===== src/rtl/urf_pkg.sv =====
`timescale 1ns/1ps
package urf_pkg;
  localparam int HDR_WORDS = 22;
  localparam int HSEL_W    = $clog2(HDR_WORDS);
  localparam int WORD_W    = 16;

  typedef enum logic [2:0] {
    ST_IDLE,
    ST_HDR,
    ST_PAY,
    ST_KICK,
    ST_WAIT
  } urf_state_e;

  // Byte order on the bus: the low byte goes out first.
  function automatic logic [WORD_W-1:0] bswap16(input logic [WORD_W-1:0] w);
    return {w[7:0], w[15:8]};
  endfunction
endpackage


===== src/rtl/urf_hdr_gen.sv =====
`timescale 1ns/1ps
module urf_hdr_gen import urf_pkg::*; #(
  parameter int          PAY_WORDS = 512,
  parameter logic [47:0] SRC_MAC   = 48'h1111_1111_1111,
  parameter logic [47:0] DST_MAC   = 48'hFFFF_FFFF_FFFF,
  parameter logic [31:0] SRC_IP    = 32'hC0A8_01CC,
  parameter logic [31:0] DST_IP    = 32'hFFFF_FFFF,
  parameter logic [15:0] SRC_PORT  = 16'd6000,
  parameter logic [15:0] DST_PORT  = 16'd6000,
  parameter logic [7:0]  TTL       = 8'h40
) (
  input  logic [HSEL_W-1:0] sel,
  input  logic [WORD_W-1:0] row_tag,
  output logic [WORD_W-1:0] word
);
  localparam int TBL_N   = 1 << HSEL_W;
  localparam int UDP_LEN = 8 + 2 + 2 * PAY_WORDS;
  localparam int IP_LEN  = 20 + UDP_LEN;
  localparam logic [15:0] ETH_IPV4  = 16'h0800;
  localparam logic [15:0] VER_IHL   = 16'h4500;
  localparam logic [7:0]  PROTO_UDP = 8'h11;

  logic [WORD_W-1:0] tbl [TBL_N];

  // Address fields: three words each, most significant word first.
  for (genvar g = 0; g < 3; g++) begin : g_mac
    assign tbl[g]     = bswap16(DST_MAC[47-16*g -: 16]);
    assign tbl[3 + g] = bswap16(SRC_MAC[47-16*g -: 16]);
  end

  for (genvar g = 0; g < 2; g++) begin : g_ip
    assign tbl[13 + g] = bswap16(SRC_IP[31-16*g -: 16]);
    assign tbl[15 + g] = bswap16(DST_IP[31-16*g -: 16]);
  end

  assign tbl[6]  = bswap16(ETH_IPV4);
  assign tbl[7]  = bswap16(VER_IHL);
  assign tbl[8]  = bswap16(16'(IP_LEN));
  assign tbl[9]  = '0;                      // identification
  assign tbl[10] = '0;                      // flags and fragment offset
  assign tbl[11] = bswap16({TTL, PROTO_UDP});
  assign tbl[12] = '0;                      // IPv4 checksum, MAC fills it
  assign tbl[17] = bswap16(SRC_PORT);
  assign tbl[18] = bswap16(DST_PORT);
  assign tbl[19] = bswap16(16'(UDP_LEN));
  assign tbl[20] = '0;                      // UDP checksum, MAC fills it
  assign tbl[21] = row_tag;                 // already little-endian

  for (genvar g = HDR_WORDS; g < TBL_N; g++) begin : g_pad
    assign tbl[g] = '0;
  end

  assign word = tbl[sel];
endmodule


===== src/rtl/urf_row_ctr.sv =====
`timescale 1ns/1ps
module urf_row_ctr #(
  parameter  int ROWS = 1536,
  localparam int RW   = $clog2(ROWS)
) (
  input  logic          clk,
  input  logic          rst_n,
  input  logic          advance,
  input  logic          restart,
  output logic [RW-1:0] row
);
  localparam logic [RW-1:0] LAST_ROW = RW'(ROWS - 1);

  always_ff @(posedge clk or negedge rst_n) begin
    if (!rst_n) begin
      row <= '0;
    end else if (restart) begin
      row <= '0;
    end else if (advance) begin
      row <= (row == LAST_ROW) ? '0 : row + 1'b1;
    end
  end
endmodule


===== src/rtl/urf_seq.sv =====
`timescale 1ns/1ps
module urf_seq import urf_pkg::*; #(
  parameter  int PAY_WORDS = 512,
  parameter  int CNT_W     = 12,
  localparam int ADDR_W    = $clog2(HDR_WORDS + PAY_WORDS)
) (
  input  logic              clk,
  input  logic              rst_n,
  input  logic              net_idle,
  input  logic [CNT_W-1:0]  fifo_level,
  input  logic              pix_valid,
  input  logic              wr_ready,
  input  logic              tx_done,
  output urf_state_e        state,
  output logic [ADDR_W-1:0] idx,
  output logic              frame_go,
  output logic              row_adv
);
  localparam logic [ADDR_W-1:0] HDR_END  = ADDR_W'(HDR_WORDS - 1);
  localparam logic [ADDR_W-1:0] LAST_IDX = ADDR_W'(HDR_WORDS + PAY_WORDS - 1);
  localparam logic [CNT_W-1:0]  NEED     = CNT_W'(PAY_WORDS);

  assign frame_go = (state == ST_IDLE) && net_idle && (fifo_level >= NEED);
  assign row_adv  = (state == ST_WAIT) && tx_done;

  always_ff @(posedge clk or negedge rst_n) begin
    if (!rst_n) begin
      state <= ST_IDLE;
      idx   <= '0;
    end else begin
      unique case (state)
        ST_IDLE: begin
          idx <= '0;
          if (frame_go) state <= ST_HDR;
        end
        ST_HDR: begin
          if (wr_ready) begin
            idx <= idx + 1'b1;
            if (idx == HDR_END) state <= ST_PAY;
          end
        end
        ST_PAY: begin
          if (pix_valid && wr_ready) begin
            if (idx == LAST_IDX) begin
              idx   <= '0;
              state <= ST_KICK;
            end else begin
              idx <= idx + 1'b1;
            end
          end
        end
        ST_KICK: state <= ST_WAIT;
        ST_WAIT: begin
          if (tx_done) state <= ST_IDLE;
        end
        default: state <= ST_IDLE;
      endcase
    end
  end
endmodule


===== src/rtl/udp_row_framer.sv =====
`timescale 1ns/1ps
module udp_row_framer import urf_pkg::*; #(
  parameter  int          PAY_WORDS = 512,
  parameter  int          ROWS      = 1536,
  parameter  int          CNT_W     = 12,
  parameter  logic [47:0] SRC_MAC   = 48'h1111_1111_1111,
  parameter  logic [47:0] DST_MAC   = 48'hFFFF_FFFF_FFFF,
  parameter  logic [31:0] SRC_IP    = 32'hC0A8_01CC,
  parameter  logic [31:0] DST_IP    = 32'hFFFF_FFFF,
  parameter  logic [15:0] SRC_PORT  = 16'd6000,
  parameter  logic [15:0] DST_PORT  = 16'd6000,
  parameter  logic [7:0]  TTL       = 8'h40,
  localparam int          ADDR_W    = $clog2(HDR_WORDS + PAY_WORDS)
) (
  input  logic              clk,
  input  logic              rst_n,
  input  logic              net_idle,
  input  logic              img_restart,
  input  logic [CNT_W-1:0]  fifo_level,
  input  logic              pix_valid,
  output logic              pix_ready,
  input  logic [15:0]       pix_data,
  output logic              wr_valid,
  input  logic              wr_ready,
  output logic [ADDR_W-1:0] wr_addr,
  output logic [15:0]       wr_data,
  output logic              tx_start,
  input  logic              tx_done
);
  localparam int RW = $clog2(ROWS);

  urf_state_e        state;
  logic [ADDR_W-1:0] idx;
  logic              frame_go;
  logic              row_adv;
  logic [RW-1:0]     row_cur;
  logic [15:0]       tag_q;
  logic [15:0]       hdr_word;

  urf_seq #(
    .PAY_WORDS(PAY_WORDS),
    .CNT_W    (CNT_W)
  ) i_seq (
    .clk       (clk),
    .rst_n     (rst_n),
    .net_idle  (net_idle),
    .fifo_level(fifo_level),
    .pix_valid (pix_valid),
    .wr_ready  (wr_ready),
    .tx_done   (tx_done),
    .state     (state),
    .idx       (idx),
    .frame_go  (frame_go),
    .row_adv   (row_adv)
  );

  urf_row_ctr #(
    .ROWS(ROWS)
  ) i_row (
    .clk    (clk),
    .rst_n  (rst_n),
    .advance(row_adv),
    .restart(img_restart),
    .row    (row_cur)
  );

  // The row tag is frozen when a frame launches, so a restart in mid-frame
  // cannot change a word that is already waiting on the bus.
  always_ff @(posedge clk or negedge rst_n) begin
    if (!rst_n)        tag_q <= '0;
    else if (frame_go) tag_q <= 16'(row_cur);
  end

  urf_hdr_gen #(
    .PAY_WORDS(PAY_WORDS),
    .SRC_MAC  (SRC_MAC),
    .DST_MAC  (DST_MAC),
    .SRC_IP   (SRC_IP),
    .DST_IP   (DST_IP),
    .SRC_PORT (SRC_PORT),
    .DST_PORT (DST_PORT),
    .TTL      (TTL)
  ) i_hdr (
    .sel    (idx[HSEL_W-1:0]),
    .row_tag(tag_q),
    .word   (hdr_word)
  );

  // The payload goes straight through: pixel valid drives the write, and MAC
  // ready drives the pixel ready.
  assign wr_valid  = (state == ST_HDR) || ((state == ST_PAY) && pix_valid);
  assign pix_ready = (state == ST_PAY) && wr_ready;
  assign wr_addr   = idx;
  assign wr_data   = (state == ST_PAY) ? pix_data : hdr_word;
  assign tx_start  = (state == ST_KICK);
endmodule


===== config.mk =====
export PLATFORM = sky130hd
export DESIGN_NAME = udp_row_framer
export DESIGN_NICKNAME = d
export VERILOG_FILES = /design/src/rtl/urf_pkg.sv /design/src/rtl/urf_hdr_gen.sv /design/src/rtl/urf_row_ctr.sv /design/src/rtl/urf_seq.sv /design/src/rtl/udp_row_framer.sv
export SDC_FILE = /design/constraint.sdc
export NUM_CORES = 1
export LEC_CHECK = 0
export BUFFER_PORTS_ARGS = -buffer_cell sky130_fd_sc_hd__buf_2
export CORE_AREA = 3 3 85 87
export CTS_CLUSTER_DIAMETER = 40
export DETAILED_ROUTE_END_ITERATION = 8
export DIE_AREA = 0 0 88 90
export PLACE_DENSITY = 0.59
export RECOVER_POWER = 50
export SYNTH_ARGS = -nofsm -noshare
export SYNTH_HDL_FRONTEND = slang
export SYNTH_SLANG_ARGS = --single-unit

===== constraint.sdc =====
create_clock -name clk -period 3.2 [get_ports clk]
set_input_delay 0 -clock clk [delete_from_list [all_inputs] [get_ports clk]]
set_output_delay 0 -clock clk [all_outputs]
set_load 0.02 [all_outputs]

==> impl_metrics.yaml <==
global_route:
  antenna_found_initial: 0
  grt_pass1_vias: 2071
  grt-ovfl-total: 0
  grt_pass1_wl_um: 10000
  grtUsageTotal_pct: 15.7
  grt_max_degree: 36
routing:
  first_pass_iters: 4
  viasPerCell: 5.46
  wl_um: 6000
  wire_per_inst_um: 14.6
  vias: 2246
  drtIter0Drc: 85
  antenna_left: 0
  drc: 0
cells_and_area:
  antenna_cells: 0
  nNetsFinal: 377
  fill_cells: 649
  area_delta_synth_final_pct: 19.2
  drive_gt1_share_pct: 20.4
pwr:
  seqPwrFrac_pct: 28.9
  p_int_w: 0.00119
  power.switching_w: 0.000910
  netSwitchingFraction_pct: 43.4
  powerDensity_nw_per_um2: 728
  leakage_nw: 1.31
  total_power_w: 0.00210
  p_comb_share_pct: 48.6
  peakVddDrop_v: 0.000250
  clkPwrFrac_pct: 22.6
clocking:
  root_buffer: "clkbuf_8"
  cts-hold-fix-buffers: 3
  clock-sinks: 35
  numCtsBuffers: 5
  h-tree-depth: 2
  path_clk_slew_ps: 70
  post_cts_resized: 0
  max-clock-path-buffers: 2
  cts_setup_buffers: 0
  cts_tree: "yes"
  insertion_delay_ps: 280
job:
  max-cap-violations: 1
sta:
  worst_pin_slew_ps: 1910
  hold_violations: 0
  fin_crit_sh_pct: 75.6
  slew_viol_final: 36
  finClkSkew_ps: 5.37
  rsz0062_at_grt: "false"
  slew_headroom_pct: -27.0
  setup_viol: 0
  tns_ps: 0
  min_period_ps: 2420
  max_freq_ghz: 0.413
synth:
  synthCells: 281
  synth-seq-cells: 35
  async_reset_ff_share_pct: 100
  ys_seq_area_share_pct: 36.3
  syn_nets: 325
  netlist_area_um2: 2410
  synth_area_per_cell_um2: 8.59
  synth.distinct_cells: 51
  synthFlopType: "dfrtp_1"
  synth_edf_count: 0
  ys_warn_count: 0
setup_path:
  crit_start: "i_seq.idx[4]$_DFFE_PN0P_"
  crit_family: "simple AND/OR/NAND/NOR gates"
  cp_max_fo: 17
  r2r-end: "i_seq.idx[1]$_DFFE_PN0P_"
  crit_path_start_kind: "flop"
  rrSetupSlack_ps: 780
  reg2reg_depth: 6
  cp_cell_sequence: "clkbuf_1 > and2b_1 > nand4_1 > a21oi_1 > nor2_2 > a32o_1"
  end_kind: "flop"
  slowest_delay_ps: 510
  arrival_ps: 2590
  crit_buf_inv: 1
  cp.required_ps: 3370
  path_class: "reg -> reg"
  timing.rr.start: "i_seq.idx[4]$_DFFE_PN0P_"
  worstSetupPathDepth: 6
  cpMaxStageDelayCell: "clkbuf_1"
  crit_end: "i_seq.idx[1]$_DFFE_PN0P_"
die:
  start_util_pct: 37.6
  fp.dieH_um: 90
  dieArea_um2: 7920
  pin_count: 64
  core.rowCount: 29
  core_um2: 6420
  die_x_um: 88
place:
  io_buffers: 54
  place.gp.congestion: 0.860
  dp_hpwl_um: 4580
worst_hold_path:
  holdCritPathClass: "in -> reg"
  hold_start: "net_idle"
run_status:
  violations: "max-capacitance violations, max-slew violations"
  status: "complete, but fails checks"
[layout by cell type (no fill, tap or decap), drive strengths merged, types with 3 or more instances in the layout]
cell type	netlist	routed
nand4	3	3
inv	6	6
nor3	6	6
dfrtp	35	35
nand2b	4	4
nor2b	8	8
a21oi	26	26
a31oi	3	3
dlygate4sd3	0	3
and2	4	4
a211oi	3	3
mux2	12	12
ha	9	9
a22o	5	5
nand3	12	12
xor2	4	4
nand2	20	20
and4	4	4
o21a	3	3
o22a	3	3
o21ai	15	15
and3	5	5
nor2	36	36
a22oi	4	4
clkbuf	8	18
buf	6	44
a21o	5	5
[cell usage after synthesis, types with 6 or more instances]
master | number | area [um2]
nand3_1 | 12 | 60.1
inv_1 | 6 | 22.5
nand2_1 | 20 | 75.1
o21ai_0 | 15 | 75.1
nor2_1 | 35 | 131
ha_1 | 9 | 113
clkbuf_1 | 8 | 30.0
nor3_1 | 6 | 30.0
mux2_2 | 12 | 135
dfrtp_1 | 35 | 876
a21oi_1 | 26 | 130
nor2b_1 | 8 | 50.1
[final cells by class]
| type | count | area [um2] | share of cell area, % |
|---|---|---|---|
| Inverter | 7 | 26.3 | 0.913 |
| Timing Repair Buffer | 59 | 298 | 10.3 |
| Clock buffer | 6 | 72.6 | 2.52 |
| Sequential cell | 35 | 876 | 30.4 |
| Multi-Input combinational cell | 225 | 1450 | 50.3 |
| Clock inverter | 2 | 60.1 | 2.09 |
| Tap cell | 77 | 96.3 | 3.35 |
[metal layers]
layer | share of wire [%] | wire length (um) | GRT usage [%] | up-vias
li1 | - | - | - | 1144
met1 | 48 | 2900 | 21.8 | 1051
met2 | 46 | 2780 | 25.1 | 46
met3 | 4.3 | 259 | 2.83 | 5
met4 | 1.1 | 65 | 3.84 | 0
met5 | 0 | 0 | 0 | -
[flip-flops by register name, summed over array words and instances, names as in the netlist]
signal       flops
i_row.row       11
tag_q           11
i_seq.idx       10
i_seq.state      3
[worst min path at each step]
stage	end	cells past startpoint
2_1_floorplan	i_row.row[0]$_DFFE_PN0P_	0
3_3_place_gp	i_seq.idx[8]$_DFFE_PN0P_	1
3_5_place_dp	i_seq.idx[8]$_DFFE_PN0P_	1
4_1_cts	i_seq.state[0]$_DFFE_PN0P_	4
5_1_grt	wr_data[13]	3
6_report	i_seq.state[0]$_DFFE_PN0P_	4
[kinds of logic (layout without fill, tap and decap cells)]
family / after synthesis / in the layout / synth area share [%]
simple gates: 113 / 113 / 24.2
compound gates: 85 / 85 / 23.4
fa+ha+maj: 9 / 9 / 4.67
buf+inv: 21 / 74 / 3.68
xor+xnor: 6 / 6 / 2.18
mux: 12 / 12 / 5.60
flops: 35 / 35 / 36.3
[worst min-delay path, cell delays in order]
cell and delay (ps):
buf_2 120, a31o_1 220, o211ai_2 100, a211o_1 140
[power groups by stage]
| stage | Combinational (W) | Sequential, W | Clock (W) |
|---|---|---|---|
| after floorplan | 0.000737 | 0.000591 | 0 |
| after global placement | 0.00103 | 0.000613 | 0 |
| after detailed placement | 0.00103 | 0.000612 | 0 |
| after CTS | 0.00104 | 0.000603 | 0.000485 |
| after global routing | 0.00113 | 0.000622 | 0.000509 |
| final | 0.00102 | 0.000605 | 0.000473 |
[stage by stage]
step           cells  hold slack, ps  util, %  cell area (um2)  setup slack [ps]
3_5_place_dp     400             142     42.5             2730               973
5_1_grt          411             342     44.8             2880               545
4_1_cts          411             320     45.1             2900               773
6_report         411             330     44.8             2880               780
2_1_floorplan    281            -296        -             2410              1160
3_3_place_gp     400             130     42.5             2730              1000
No activity file was read; power rests on OpenSTA's default activity.
